File: config.mk
export PLATFORM = sky130hd
export DESIGN_NAME = alu_slt_core
export DESIGN_NICKNAME = d
export VERILOG_FILES = /design/src/rtl/alu_slt_pkg.sv /design/src/rtl/alu_slt_logic.sv /design/src/rtl/alu_slt_adder.sv /design/src/rtl/alu_slt_zero.sv /design/src/rtl/alu_slt_core.sv
export SDC_FILE = /design/constraint.sdc
export NUM_CORES = 1
export LEC_CHECK = 0
export ABC_AREA = 1
export BUFFER_PORTS_ARGS = -buffer_cell sky130_fd_sc_hd__buf_4
export CORE_MARGIN = 2
export CORE_UTILIZATION = 55
export DETAILED_ROUTE_END_ITERATION = 10
export PLACE_DENSITY_LB_ADDON = 0.25
export REMOVE_ABC_BUFFERS = 1
export SETUP_SLACK_MARGIN = 0.05
export SLEW_MARGIN = 15
export SYNTH_ARGS = -nofsm -noshare
export SYNTH_HDL_FRONTEND = slang
export SYNTH_SLANG_ARGS = --single-unit
File: constraint.sdc
create_clock -name vclk -period 38.4
set_clock_uncertainty 0.15 [all_clocks]
set_input_delay 9.6 -clock vclk [all_inputs]
set_output_delay 9.6 -clock vclk [all_outputs]
set_load 0.02 [all_outputs]
File: src/rtl/alu_slt_pkg.sv
package alu_slt_pkg;

   typedef enum logic [2:0] {
      OPC_AND  = 3'b000,
      OPC_OR   = 3'b001,
      OPC_ADD  = 3'b010,
      OPC_SUB  = 3'b110,
      OPC_SLT  = 3'b111
   } alu_opc_e;

   // Bit 2 of the code inverts B and feeds the carry-in.
   localparam int unsigned NEG_BIT = 2;

   // Low two bits select the path.
   typedef enum logic [1:0] {
      PATH_AND = 2'b00,
      PATH_OR  = 2'b01,
      PATH_SUM = 2'b10,
      PATH_LT  = 2'b11
   } alu_path_e;

endpackage

File: src/rtl/alu_slt_logic.sv
module alu_slt_logic #(
   parameter int unsigned WIDTH = 32
) (
   input  logic [WIDTH-1:0] a_i,
   input  logic [WIDTH-1:0] b_i,
   output logic [WIDTH-1:0] and_o,
   output logic [WIDTH-1:0] or_o
);

   for (genvar i = 0; i < WIDTH; i++) begin : g_bit
      assign and_o[i] = a_i[i] & b_i[i];
      assign or_o[i]  = a_i[i] | b_i[i];
   end

endmodule

File: src/rtl/alu_slt_adder.sv
module alu_slt_adder #(
   parameter int unsigned WIDTH  = 32,
   parameter bit          RIPPLE = 1'b1
) (
   input  logic [WIDTH-1:0] a_i,
   input  logic [WIDTH-1:0] b_i,
   input  logic             cin_i,
   output logic [WIDTH-1:0] sum_o
);

   if (WIDTH < 2) begin : g_bad_width
      $error("alu_slt_adder: WIDTH must be at least 2");
   end

   if (RIPPLE) begin : g_ripple
      // carry[i] enters bit i; the carry out of the top bit is never formed
      logic [WIDTH-1:0] carry;
      assign carry[0] = cin_i;
      for (genvar i = 0; i < WIDTH; i++) begin : g_stage
         assign sum_o[i] = a_i[i] ^ b_i[i] ^ carry[i];
         if (i < WIDTH - 1) begin : g_cy
            assign carry[i+1] = (a_i[i] & b_i[i]) | (carry[i] & (a_i[i] ^ b_i[i]));
         end
      end
   end else begin : g_flat
      logic [WIDTH-1:0] cin_ext;
      assign cin_ext = {{(WIDTH-1){1'b0}}, cin_i};
      assign sum_o   = a_i + b_i + cin_ext;
   end

endmodule

File: src/rtl/alu_slt_zero.sv
module alu_slt_zero #(
   parameter int unsigned WIDTH = 32
) (
   input  logic [WIDTH-1:0] val_i,
   output logic             zero_o
);

   logic [WIDTH-1:0] any_set;

   assign any_set[0] = val_i[0];
   for (genvar i = 1; i < WIDTH; i++) begin : g_or
      assign any_set[i] = any_set[i-1] | val_i[i];
   end

   assign zero_o = ~any_set[WIDTH-1];

endmodule

File: src/rtl/alu_slt_core.sv
module alu_slt_core
   import alu_slt_pkg::*;
#(
   parameter int unsigned WIDTH        = 32,
   parameter bit          ADDER_RIPPLE = 1'b1
) (
   input  logic [WIDTH-1:0] a_i,
   input  logic [WIDTH-1:0] b_i,
   input  logic [2:0]       op_i,
   output logic [WIDTH-1:0] res_o,
   output logic             zero_o
);

   localparam int unsigned MSB = WIDTH - 1;

   if (WIDTH < 2) begin : g_bad_width
      $error("alu_slt_core: WIDTH must be at least 2");
   end

   logic             negate;
   logic [WIDTH-1:0] b_eff;
   logic [WIDTH-1:0] and_v;
   logic [WIDTH-1:0] or_v;
   logic [WIDTH-1:0] sum_v;
   logic [WIDTH-1:0] lt_v;

   assign negate = op_i[NEG_BIT];
   assign b_eff  = negate ? ~b_i : b_i;

   alu_slt_logic #(.WIDTH(WIDTH)) u_logic (
      .a_i   (a_i),
      .b_i   (b_i),
      .and_o (and_v),
      .or_o  (or_v)
   );

   alu_slt_adder #(.WIDTH(WIDTH), .RIPPLE(ADDER_RIPPLE)) u_adder (
      .a_i   (a_i),
      .b_i   (b_eff),
      .cin_i (negate),
      .sum_o (sum_v)
   );

   // Raw sign of A-B, no overflow fix-up
   assign lt_v = {{(WIDTH-1){1'b0}}, sum_v[MSB]};

   always_comb begin
      unique case (op_i)
         OPC_AND: res_o = and_v;
         OPC_OR:  res_o = or_v;
         OPC_ADD: res_o = sum_v;
         OPC_SUB: res_o = sum_v;
         OPC_SLT: res_o = lt_v;
         default: res_o = '0;
      endcase
   end

   alu_slt_zero #(.WIDTH(WIDTH)) u_zero (
      .val_i  (res_o),
      .zero_o (zero_o)
   );

endmodule

=== After elaboration in Yosys (flattened, before gate mapping) ===
Index checks and enable logic that the tools add are counted.

* Reductions and logical operators: 2
* Bitwise operators: 254
* Muxes and demuxes: 2
* Eq/ne operators: 4

{| class="wikitable"
|+ Operators by type and width
! operator !! count
|-
| $pmux 32 s4 || 1
|-
| $and 1x1->1 || 94
|-
| $or 1x1->1 || 94
|-
| $xor 1x1->1 || 64
|-
| $mux 32 || 1
|-
| $not 32->32 || 1
|-
| $eq 3x3->1 const B || 2
|-
| $eq 3x1->1 const B || 1
|-
| $eq 3x2->1 const B || 1
|-
| $logic_not 3->1 || 1
|-
| $reduce_or 2->1 || 1
|-
| $not 1->1 || 1
|}

* Word-level logic and storage cells: 262
* Flip-flop bits (word level): 0
* Input bits: 67

=== Depth between registers and ports, before layout ===
Gate-level depths: netlist (run 1).

* Word-level depth: 99
* Mapped depth: 48
* Depth with buffers taken out: 47

=== Modules after synthesis ===
A second synthesis (run 1) with hierarchy kept.

* Cell total of the unflattened synthesis: 423
* Area, all modules: 2421.1 um2

{| class="wikitable"
|+ Modules (own cells, without submodules)
! module !! cells an instance !! instances !! area each (um2)
|-
| alu_slt_core || 186 || 1 || 1024.7
|-
| alu_slt_adder || 46 || 1 || 679.4
|-
| alu_slt_logic || 160 || 1 || 600.6
|-
| alu_slt_zero || 31 || 1 || 116.4
|}

=== Least setup slack after synthesis (run 1) ===
Ideal clock, no wire load.

* Path kind: input -> output
* Start point: input op_i[2]
* End point: output zero_o
* Path slack: 6192 ps
* Stages on the path: 47
* Arrival: 22458 ps
* Data required time: 28650 ps
* Path through: buf_2 -> buf_2 -> xor2_1 -> fa_1 -> fa_1 -> fa_1 -> inv_1 -> fa_1 -> inv_1 -> fa_1 -> fa_1 -> fa_1 -> fa_1 -> fa_1 -> fa_1 -> fa_1 -> fa_1 -> fa_1 -> [11 not listed] -> fa_1 -> inv_1 -> fa_1 -> fa_1 -> inv_1 -> fa_1 -> fa_1 -> fa_1 -> fa_1 -> inv_1 -> fa_1 -> xor2_1 -> nand2_1 -> nand3_1 -> nand2_1 -> nor2_1 -> nand3_1 -> nor2_1

* Elaborated cells on any way between the ends: 197
* Classes of those cells: 4 x eq/ne; 2 x mux; 189 x bitwise; 2 x reduce/logical

{| class="wikitable"
|+ RTL lines
! item !! line !! text
|-
| from (decl) || alu_slt_core.sv:9 || <nowiki>input logic [2:0] op_i,</nowiki>
|-
| $mux 32 || alu_slt_core.sv:28 || <nowiki>assign b_eff = negate ? ~b_i : b_i;</nowiki>
|-
| $xor 1x1->1 || alu_slt_adder.sv:22 || <nowiki>assign carry[i+1] = (a_i[i] & b_i[i]) | (carry[i] & (a_i[i] ^ b_i[i]));</nowiki>
|-
| $and 1x1->1 || alu_slt_adder.sv:22 ||
|-
| $or 1x1->1 || alu_slt_adder.sv:22 ||
|-
| $and 1x1->1 || alu_slt_adder.sv:22 ||
|-
| $or 1x1->1 || alu_slt_adder.sv:22 ||
|-
| $and 1x1->1 || alu_slt_adder.sv:22 ||
|-
| $or 1x1->1 || alu_slt_adder.sv:22 ||
|-
| [53 not listed] || n/a ||
|-
| $or 1x1->1 || alu_slt_adder.sv:22 ||
|-
| $and 1x1->1 || alu_slt_adder.sv:22 ||
|-
| $or 1x1->1 || alu_slt_adder.sv:22 ||
|-
| $xor 1x1->1 || alu_slt_adder.sv:20 || <nowiki>assign sum_o[i] = a_i[i] ^ b_i[i] ^ carry[i];</nowiki>
|-
| $pmux 32 s4 (*) || alu_slt_core.sv:48 || <nowiki>unique case (op_i)</nowiki>
|-
| named net res_o[31] || alu_slt_core.sv:10 || <nowiki>output logic [WIDTH-1:0] res_o,</nowiki>
|-
| $or 1x1->1 (*) || alu_slt_zero.sv:12 || <nowiki>assign any_set[i] = any_set[i-1] | val_i[i];</nowiki>
|-
| $not 1->1 (*) || alu_slt_zero.sv:15 || <nowiki>assign zero_o = ~any_set[WIDTH-1];</nowiki>
|-
| to (decl) || alu_slt_core.sv:11 || <nowiki>output logic zero_o</nowiki>
|}

Mark *: on every way through the listed nets, which the timed path passes. The rest lies on a longest branch.

=== Final worst setup path (run 1) ===
* Start point: input op_i[2]
* End point: output zero_o

* Word-level cells in the longest chain between the ends: 98
* Elaborated cells on any way between the ends: 197
* Classes of those cells: 4 x eq/ne; 2 x mux; 189 x bitwise; 2 x reduce/logical

{| class="wikitable"
|+ Ends and longest elaborated chain
! item !! line
|-
| $mux 32 || alu_slt_core.sv:28
|-
| $xor 1x1->1 || alu_slt_adder.sv:20, alu_slt_adder.sv:22
|-
| $and 1x1->1 || alu_slt_adder.sv:22
|-
| $or 1x1->1 || alu_slt_adder.sv:22
|-
| $and 1x1->1 || alu_slt_adder.sv:22
|-
| $or 1x1->1 || alu_slt_adder.sv:22
|-
| $and 1x1->1 || alu_slt_adder.sv:22
|-
| $or 1x1->1 || alu_slt_adder.sv:22
|-
| [53 not listed] || n/a
|-
| $or 1x1->1 || alu_slt_adder.sv:22
|-
| $and 1x1->1 || alu_slt_adder.sv:22
|-
| $or 1x1->1 || alu_slt_adder.sv:22
|-
| $xor 1x1->1 || alu_slt_adder.sv:20
|-
| $pmux 32 s4 (*) || alu_slt_core.sv:48
|-
| $or 1x1->1 (30 in a row) || alu_slt_zero.sv:12
|-
| $or 1x1->1 (*) || alu_slt_zero.sv:12
|-
| $not 1->1 (*) || alu_slt_zero.sv:15
|}

Mark *: on every way between the ends. The rest lies on a longest branch, timed or not.

==> results.txt, run 1 <==
----------------------------------------------------
[Run status]
  Outcome ... finished clean

[Place]
  Half-perimeter wire length after detailed placement ... 4930 um
  IO Port Bufs ... 100
  Placed standard-cell area ... 2980 sq um
  Final Wtd Congestion ... 0.786

[Synth]
  Fraction of the yosys area taken by sequential cells ... 0%
  Mux cell area share after synthesis ... 0%
  Synth warnings ... 0
  Combinational family with the most area after synthesis ... simple AND/OR/NAND/NOR gates
  Syn_area_per_cell ... 6.51 sq um
  Netlist Area Pre-Place ... 2320 sq um
  Share of synthesized cell area in full adder, half adder and majority cells ... 26.3%
  Area fraction in compound gates after synthesis ... 2.75%
  Area share of and/or/nand/nor cells after synthesis ... 40.5%
  Syn Inst Count ... 357
  Number of distinct library cells after synthesis ... 24
  Post-Synth XOR/XNOR Area ... 12.4%

[Worst setup path]
  Worst path slowest cell ... sky130_fd_sc_hd__buf_4
  Buf+Inv Stages, Crit Path ... 10
  Dominant delay contributor by cell family on the critical path ... adder cells
  Data arrival time at the worst-slack endpoint ... 22,930 ps
  Crit path largest cell delay ... 450 ps
  Nature of the critical path startpoint ... primary input
  Largest fanout on the critical path ... 33
  Critical Setup Path Class ... primary input to output pin
  Critical path endpoint category ... output pin
  Most frequent CP cell ... sky130_fd_sc_hd__fa_1
  Worst EP required ... 28,650 ps
  Critical Path Source ... op_i[2]

[STA]
  Finish-stage setup viols ... 0
  Tightest hold margin ... 19,420 ps
  Final period demand of the worst path ... 32,680 ps
  Final max-slew violation count ... 0
  Worst slew margin ... 52.9%
  Final Cycle Share ... 85.1%
  RSZ-0062 raised after global routing ... false
  Final Hold Fails ... 0
  Pin slew with the least headroom to its limit ... 707 ps
  Maximum clock frequency ... 0.0306 GHz
  Setup TNS Final ... 0 ps

[Worst hold path]
  HP Start ... b_i[29]
  Path class of the lowest-slack min-delay path ... primary input to output pin

[Pwr]
  Peak ir drop on the vdd network ... 10.8 uV
  Pwr dens ... 17.9 nW/um^2
  Leak pwr ... 1.70 nW

[Final layout]
  N_diodes ... 0
  Seq. cell area ... 0 sq um
  Fillers ... 343
  Area of the multi-input gates ... 1900 sq um
  Share of layout cells above drive strength 1 ... 26.7%
  Final sequential cell count ... 0
  Number of nets in the finished design ... 538
  Layout Cell Area excl Fill ... 2980 sq um
  Count of clock-net buffers in the final layout ... 0
  Area delta synth->final ... 28.2%

[Routing]
  Via Count ... 2,519
  Routed length per instance ... 12.6 um
  Post-detailed-routing wire length ... 6180 um
  Number of routed nets with antenna violations ... 0
  DRC violations left ... 0
  First-iteration detailed-routing DRC count ... 154
  Pre-Repair DR Iteration Count ... 4
  Vias/cell ... 5.15

[Die]
  I/O Pins ... 100
  FP Rows ... 23
  Die height ... 69.0 um
  Initial Util ... 57.7%
  Placeable core region ... 4030 sq um
  Die Footprint ... 4760 sq um
  Die width ... 69.0 um

[Clock network]
  Hold-fix buffer count after cts ... 0
  Post CTS Setup Buffer Count ... 0
  CTS resizes ... 0

[Run]
  Number of max-capacitance violations reported ... 0

[Global route]
  Overflow left after global routing ... 0
  Wire length of the first global-routing pass ... 9780 um
  Number of antenna violations at the first check in global routing ... 0
  Largest net degree at the start of global routing ... 56
  Vias in the first global route ... 2,296
  Global-route usage over all layers ... 26.2%

----------------------------------------------------
==> cell families (layout without fill, tap and decap cells) <==
| logic type | after synthesis | in the layout |
|---|---|---|
| adders and majority gates | 31 | 31 |
| AOI/OAI and AO/OA | 11 | 11 |
| buffers and inverters | 87 | 169 |
| and+or+nand+nor | 195 | 195 |
| xor gates and xnor gates | 33 | 33 |
==> report_power, final <==
part           internal (mW)  switching [mW]
Sequential                 0               0
Combinational         0.0230          0.0303
Clock                      0               0
Total                 0.0230          0.0303
==> Yosys cell counts <==
master	instances	area [sq um]
sky130_fd_sc_hd__nand3b_1	6	45.0
sky130_fd_sc_hd__nand2_2	1	6.26
sky130_fd_sc_hd__buf_4	2	15.0
sky130_fd_sc_hd__nor2_4	1	11.3
sky130_fd_sc_hd__nand3_2	12	120
sky130_fd_sc_hd__maj3_1	1	10.0
sky130_fd_sc_hd__o211ai_1	2	15.0
sky130_fd_sc_hd__fa_1	30	601
sky130_fd_sc_hd__nand3_1	52	260
sky130_fd_sc_hd__inv_1	67	251
sky130_fd_sc_hd__nor2_1	30	113
sky130_fd_sc_hd__inv_2	1	3.75
sky130_fd_sc_hd__nor3_1	2	10.0
sky130_fd_sc_hd__nand2_1	83	312
sky130_fd_sc_hd__xor2_1	25	219
sky130_fd_sc_hd__nand4_1	7	43.8
sky130_fd_sc_hd__buf_6	10	113
sky130_fd_sc_hd__a21oi_1	3	15.0
sky130_fd_sc_hd__inv_4	1	6.26
sky130_fd_sc_hd__xnor2_1	8	70.1
sky130_fd_sc_hd__o21ai_0	5	25.0
sky130_fd_sc_hd__nor2_8	1	20.0
sky130_fd_sc_hd__buf_2	6	30.0
sky130_fd_sc_hd__o221ai_1	1	8.76
==> layout by cell type, fill, tap and decap left out, drive strengths merged <==
cell / netlist / final
xor2: 25 / 25
buf: 18 / 100
nand2: 84 / 84
nor3: 2 / 2
fa: 30 / 30
maj3: 1 / 1
o21ai: 5 / 5
xnor2: 8 / 8
o221ai: 1 / 1
nand3b: 6 / 6
nand3: 64 / 64
o211ai: 2 / 2
nand4: 7 / 7
nor2: 32 / 32
inv: 69 / 69
a21oi: 3 / 3
==> final timing paths <==
check,to,slack [ps],cells past startpoint
hold / removal,res_o[29],19420,4
setup / recovery,zero_o,5720,48
==> layout make-up <==
class / instances / area share [%]
inverter: 69 / 8.78
multi-input combinational: 270 / 63.9
tap: 50 / 2.10
timing repair buffer: 100 / 25.2
==> layer usage <==
| metal | wire length (um) | vias to the layer above | part of all wire [%] | global-route usage (%) |
|---|---|---|---|---|
| li1 | - | 1256 | - | - |
| met1 | 2450 | 1155 | 40 | 33.2 |
| met2 | 3160 | 100 | 51 | 49.0 |
| met3 | 487 | 8 | 7.9 | 1.95 |
| met4 | 85 | 0 | 1.4 | 4.66 |
| met5 | 0 | - | 0 | 0 |
==> per-stage QoR <==
step	setup slack [ps]	utilization (%)	power, mW	cells
4_1_cts	5640	73.9	0.0535	489
3_5_place_dp	5670	73.9	0.0532	489
6_report	5720	73.9	0.0533	489
2_1_floorplan	6530	-	0.0312	339
3_3_place_gp	5970	73.9	0.0519	489
5_1_grt	5000	73.9	0.0597	489
No activity file was read; power rests on OpenSTA's default activity.
==> run 2, diff against run 1 <==
--- a/config.mk
+++ b/config.mk
@@ -10,7 +10,7 @@
 export CORE_MARGIN = 2
 export CORE_UTILIZATION = 55
 export DETAILED_ROUTE_END_ITERATION = 10
-export PLACE_DENSITY_LB_ADDON = 0.25
+export PLACE_DENSITY = 0.91
 export REMOVE_ABC_BUFFERS = 1
 export SETUP_SLACK_MARGIN = 0.05
 export SLEW_MARGIN = 15
==> run 2 against run 1 <==
Effect of this change:
- clock-buffer cell count unchanged
- utilization is the same
- critical path depth unchanged
- sequential share of layout area unchanged
- via count is 0.79% higher
- critical endpoint unchanged
- highest routed layer unchanged
==> results.txt, run 2 (synthesis gave the netlist of run 1 again) <==
----------------------------------------------------
[STA]
  Final Hold Fails ... 0 (unchanged)
  Setup TNS Final ... 0 ps (unchanged)
  Finish-stage setup viols ... 0 (unchanged)
  Final period demand of the worst path ... 32,670 ps (-15.3 ps)
  RSZ-0062 raised after global routing ... false
  Final Cycle Share ... 85.1% (about the same)
  Pin slew with the least headroom to its limit ... 736 ps (+29.2 ps)
  Final max-slew violation count ... 0 (unchanged)
  Worst slew margin ... 50.8% (-2.1 points)
  Maximum clock frequency ... 0.0306 GHz (about the same)

[Global route]
  Overflow left after global routing ... 0 (unchanged)
  Wire length of the first global-routing pass ... 9960 um (+1.8%)
  Largest net degree at the start of global routing ... 56 (unchanged)
  Global-route usage over all layers ... 26.9% (+0.63 points)
  Number of antenna violations at the first check in global routing ... 0 (unchanged)
  Vias in the first global route ... 2,348 (+2.3%)

[Pwr]
  Switching power summed over all nets ... 0.0305 mW (+0.74%)
  Internal Pwr Total ... 0.0231 mW (+0.11%)
  Part of the power in registers ... 0% (unchanged)
  Power share of the combinational group ... 100.0% (about the same)
  Leak pwr ... 1.70 nW (unchanged)
  Peak ir drop on the vdd network ... 8.86 uV (-18%)
  Fraction of power spent switching nets ... 57.0% (+0.15 points)
  Share of power burned in the clock network ... 0% (unchanged)
  Pwr dens ... 18.0 nW/um^2 (+0.47%)

[Routing]
  DRC violations left ... 0 (unchanged)
  Vias/cell ... 5.19 (+0.79%)
  First-iteration detailed-routing DRC count ... 188 (+22%)
  Post-detailed-routing wire length ... 6330 um (+2.5%)
  Pre-Repair DR Iteration Count ... 4 (unchanged)
  Routed length per instance ... 12.9 um (+2.5%)
  Number of routed nets with antenna violations ... 0 (unchanged)
  Via Count ... 2,539 (+0.79%)

[Run status]
  Outcome ... finished clean

[Worst setup path]
  Nature of the critical path startpoint ... primary input
  Data arrival time at the worst-slack endpoint ... 22,920 ps (about the same)
  Worst path slowest cell ... sky130_fd_sc_hd__buf_4
  Dominant delay contributor by cell family on the critical path ... adder cells
  Critical Setup Path Class ... primary input to output pin
  Buf+Inv Stages, Crit Path ... 10 (unchanged)
  Most frequent CP cell ... sky130_fd_sc_hd__fa_1
  Largest fanout on the critical path ... 33 (unchanged)
  Critical path endpoint category ... output pin
  Crit path largest cell delay ... 450 ps (about the same)
  Worst EP required ... 28,650 ps (about the same)

[Final layout]
  Leading cell types in the layout, fill and taps excluded ... sky130_fd_sc_hd__buf_4, sky130_fd_sc_hd__nand2_1, sky130_fd_sc_hd__inv_1
  Area of the multi-input gates ... 1900 sq um (unchanged)
  Commonest non-fill, non-tap cell in the layout ... sky130_fd_sc_hd__buf_4
  Number of nets in the finished design ... 538 (unchanged)
  Final sequential cell count ... 0 (unchanged)
  N_diodes ... 0 (unchanged)
  Count of clock-net buffers in the final layout ... 0 (unchanged)
  Non-filler instance count after layout ... 489 (unchanged)
  Share of layout cells above drive strength 1 ... 26.7% (unchanged)
  Area delta synth->final ... 28.2% (unchanged)
  Seq. cell area ... 0 sq um (unchanged)
  Fillers ... 336 (-2.0%)

[Die]
  Initial Util ... 57.7% (unchanged)
  Placeable core region ... 4030 sq um (unchanged)
  Die Footprint ... 4760 sq um (unchanged)
  Die height ... 69.0 um (unchanged)
  Die width ... 69.0 um (unchanged)
  I/O Pins ... 100 (unchanged)
  FP Rows ... 23 (unchanged)

[Place]
  IO Port Bufs ... 100 (unchanged)
  Final Wtd Congestion ... 0.880 (+12%)
  Cell count after placement ... 489 (unchanged)
  Half-perimeter wire length after detailed placement ... 5000 um (+1.5%)

[Worst hold path]
  HP Start ... b_i[29]
  Worst Hold Endpoint ... res_o[29]
  Hold Path Cell Cnt ... 4 (unchanged)
  Path class of the lowest-slack min-delay path ... primary input to output pin

[Clock network]
  Hold-fix buffer count after cts ... 0 (unchanged)
  CTS resizes ... 0 (unchanged)
  Post CTS Setup Buffer Count ... 0 (unchanged)

[Run]
  Number of max-capacitance violations reported ... 0 (unchanged)

----------------------------------------------------
-- run 2: layer usage --
layer / track usage [%] / part of all wire, % / vias to the layer above
met3: 1.30 / 5.5 / 6
met2: 48.4 / 52 / 94
met4: 4.17 / 1.0 / 0
met5: 0 / 0 / -
li1: - / - / 1257
met1: 36.2 / 42 / 1182
-- run 2: tightest hold or removal path, cell delays in order --
cell,delay (ps)
sky130_fd_sc_hd__buf_4,90
sky130_fd_sc_hd__nand3_1,80
sky130_fd_sc_hd__nand3_2,70
sky130_fd_sc_hd__buf_4,130
-- run 2: worst max path at each step --
| stage | start | to | slack [ps] | cells past startpoint |
|---|---|---|---|---|
| final | op_i[2] | zero_o | 5730 | 48 |
| after global routing | op_i[2] | zero_o | 5040 | 48 |
| after CTS | op_i[2] | zero_o | 5660 | 48 |
| after detailed placement | op_i[2] | zero_o | 5660 | 48 |
| after global placement | op_i[2] | zero_o | 5960 | 48 |
| after floorplan | b_i[0] | zero_o | 6530 | 46 |
-- run 2: cell type report --
| class | instances | area share, % |
|---|---|---|
| tap | 50 | 2.10 |
| multi-input combinational | 270 | 63.9 |
| timing repair buffer | 100 | 25.2 |
| inverter | 69 | 8.78 |
-- run 2: power groups by stage --
stage               clock, mW  sequential, mW  combinational [mW]
finish                      0               0              0.0536
global route                0               0              0.0600
CTS                         0               0              0.0537
detailed placement          0               0              0.0534
global placement            0               0              0.0517
floorplan                   0               0              0.0312
-- run 2: per-stage QoR --
stage / power (mW) / util [%] / cell area [sq um] / worst slack, ps / hold slack [ps]
2_1_floorplan: 0.0312 / - / 2170 / 6530 / 19250
3_3_place_gp: 0.0517 / 73.9 / 2980 / 5960 / 19420
3_5_place_dp: 0.0534 / 73.9 / 2980 / 5660 / 19420
4_1_cts: 0.0537 / 73.9 / 2980 / 5660 / 19420
5_1_grt: 0.0600 / 73.9 / 2980 / 5040 / 19440
6_report: 0.0536 / 73.9 / 2980 / 5730 / 19420
==> run 3, diff against run 2 <==
--- a/config.mk
+++ b/config.mk
@@ -8,9 +8,9 @@
 export ABC_AREA = 1
 export BUFFER_PORTS_ARGS = -buffer_cell sky130_fd_sc_hd__buf_4
 export CORE_MARGIN = 2
-export CORE_UTILIZATION = 55
+export CORE_UTILIZATION = 45
 export DETAILED_ROUTE_END_ITERATION = 10
-export PLACE_DENSITY = 0.91
+export PLACE_DENSITY = 0.76
 export REMOVE_ABC_BUFFERS = 1
 export SETUP_SLACK_MARGIN = 0.05
 export SLEW_MARGIN = 15
==> run 3 against run 2 <==
Effect of this change:
- non-clock buffer count unchanged
- routed wire length down 1.1%
- global-route usage down 4.8 points
- critical path type unchanged
- final cell count up 4.1%
- setup slack worse by 7.0 ps
- largest power group unchanged
- first-iteration DRC count down 52%
- sequential cell count unchanged
- final area up 0.84%
==> results.txt, run 3 (synthesis gave the netlist of run 1 again) <==
----------------------------------------------------
[Place]
  Final Wtd Congestion ... 0.802 (-8.9%)
  IO Port Bufs ... 100 (unchanged)
  Placed standard-cell area ... 3000 sq um (+0.84%)
  Half-perimeter wire length after detailed placement ... 4940 um (-1.3%)

[Routing]
  Post-detailed-routing wire length ... 6260 um (-1.1%)
  Pre-Repair DR Iteration Count ... 4 (unchanged)
  Vias/cell ... 4.90 (-5.7%)
  Number of routed nets with antenna violations ... 0 (unchanged)
  DRC violations left ... 0 (unchanged)
  Routed length per instance ... 12.3 um (-4.9%)
  First-iteration detailed-routing DRC count ... 90 (-52%)
  Via Count ... 2,492 (-1.9%)

[Worst setup path]
  Worst path slowest cell ... sky130_fd_sc_hd__buf_4
  Crit path largest cell delay ... 450 ps (about the same)
  Most frequent CP cell ... sky130_fd_sc_hd__fa_1
  Critical Setup Path Class ... primary input to output pin
  Dominant delay contributor by cell family on the critical path ... adder cells
  Data arrival time at the worst-slack endpoint ... 22,930 ps (about the same)
  Largest fanout on the critical path ... 33 (unchanged)
  Critical Path Source ... op_i[2]
  Critical Path Sink ... zero_o
  Buf+Inv Stages, Crit Path ... 9 (-1)
  Worst EP required ... 28,650 ps (about the same)
  Nature of the critical path startpoint ... primary input
  Critical Path Stages ... 47 (-2.1%)
  Critical path endpoint category ... output pin

[Final layout]
  Share of layout cells above drive strength 1 ... 26.7% (unchanged)
  Finished Core Util ... 59.6% (-14 points)
  Leading cell types in the layout, fill and taps excluded ... sky130_fd_sc_hd__buf_4, sky130_fd_sc_hd__nand2_1, sky130_fd_sc_hd__inv_1
  Count of clock-net buffers in the final layout ... 0 (unchanged)
  Number of nets in the finished design ... 538 (unchanged)
  Layout Cell Area excl Fill ... 3000 sq um (+0.84%)
  Fillers ... 494 (+47%)
  Final sequential cell count ... 0 (unchanged)
  Seq. cell area ... 0 sq um (unchanged)
  Commonest non-fill, non-tap cell in the layout ... sky130_fd_sc_hd__buf_4
  Area delta synth->final ... 29.3%
  N_diodes ... 0 (unchanged)

[STA]
  Tightest hold margin ... 19,420 ps (+1.30 ps)
  Setup TNS Final ... 0 ps (unchanged)
  Pin slew with the least headroom to its limit ... 728 ps (-7.40 ps)
  Worst slew margin ... 51.4% (+0.61 points)
  Final max-slew violation count ... 0 (unchanged)
  Final period demand of the worst path ... 32,680 ps (+6.95 ps)
  Maximum clock frequency ... 0.0306 GHz (about the same)
  Final Cycle Share ... 85.1% (about the same)
  Finish-stage setup viols ... 0 (unchanged)
  RSZ-0062 raised after global routing ... false
  Final Hold Fails ... 0 (unchanged)

[Pwr]
  Internal Pwr Total ... 0.0229 mW (-0.80%)
  Switching power summed over all nets ... 0.0301 mW (-1.5%)
  Fraction of power spent switching nets ... 56.8% (-0.17 points)
  Share of power burned in the clock network ... 0% (unchanged)
  Pwr dens ... 17.6 nW/um^2 (-2.0%)
  Part of the power in registers ... 0% (unchanged)
  Peak ir drop on the vdd network ... 9.05 uV (+2.2%)
  Power share of the combinational group ... 100.0% (about the same)
  Leak pwr ... 1.70 nW (unchanged)

[Global route]
  Largest net degree at the start of global routing ... 56 (unchanged)
  Vias in the first global route ... 2,420 (+3.1%)
  Global-route usage over all layers ... 22.1% (-4.8 points)
  Wire length of the first global-routing pass ... 10,200 um (+2.4%)
  Overflow left after global routing ... 0 (unchanged)
  Number of antenna violations at the first check in global routing ... 0 (unchanged)

[Die]
  Die height ... 75.9 um (+9.9%)
  FP Rows ... 26 (+13%)
  Die width ... 75.9 um (+9.9%)
  Die Footprint ... 5750 sq um (+21%)
  Placeable core region ... 5040 sq um (+25%)
  I/O Pins ... 100 (unchanged)
  Initial Util ... 46.1% (-12 points)

[Clock network]
  CTS resizes ... 0 (unchanged)
  Hold-fix buffer count after cts ... 0 (unchanged)
  Post CTS Setup Buffer Count ... 0 (unchanged)

[Run]
  Number of max-capacitance violations reported ... 0 (unchanged)

[Worst hold path]
  Path class of the lowest-slack min-delay path ... primary input to output pin

[Run status]
  Outcome ... finished clean

----------------------------------------------------
==> run 3: cell counts in the layout (fill, tap and decap cells not counted) <==
No cell type changed its count.
==> run 3: cell type report <==
class	instances	area, sq um	area share [%]
multi-input combinational	270	1900	63.4
timing repair buffer	100	751	25.0
inverter	69	262	8.70
tap	70	87.6	2.92
==> run 3: worst min path at each step <==
stage / startpoint / to / slack (ps) / depth (start not counted)
2_1_floorplan: b_i[16] / res_o[16] / 19250 / 2
3_3_place_gp: b_i[29] / res_o[29] / 19430 / 4
3_5_place_dp: b_i[29] / res_o[29] / 19430 / 4
4_1_cts: b_i[29] / res_o[29] / 19430 / 4
5_1_grt: b_i[29] / res_o[29] / 19450 / 4
6_report: b_i[29] / res_o[29] / 19420 / 4
==> run 3: routing by layer <==
metal  wire [um]  GRT usage (%)
met1        2680           29.1
met2        3290           41.5
met3         293           1.19
met4           0           1.17
met5           0              0
==> run 3: per-stage QoR <==
step / std cells / worst slack (ps) / power [mW]
detailed placement: 509 / 5640 / 0.0535
CTS: 509 / 5610 / 0.0536
global placement: 509 / 5910 / 0.0522
global route: 509 / 4970 / 0.0597
floorplan: 339 / 6530 / 0.0312
finish: 509 / 5720 / 0.0530
==> run 3: power groups by stage <==
stage	clock network [mW]	logic [mW]	registers, mW
4_1_cts	0	0.0536	0
3_5_place_dp	0	0.0535	0
2_1_floorplan	0	0.0312	0
3_3_place_gp	0	0.0522	0
6_report	0	0.0530	0
5_1_grt	0	0.0597	0
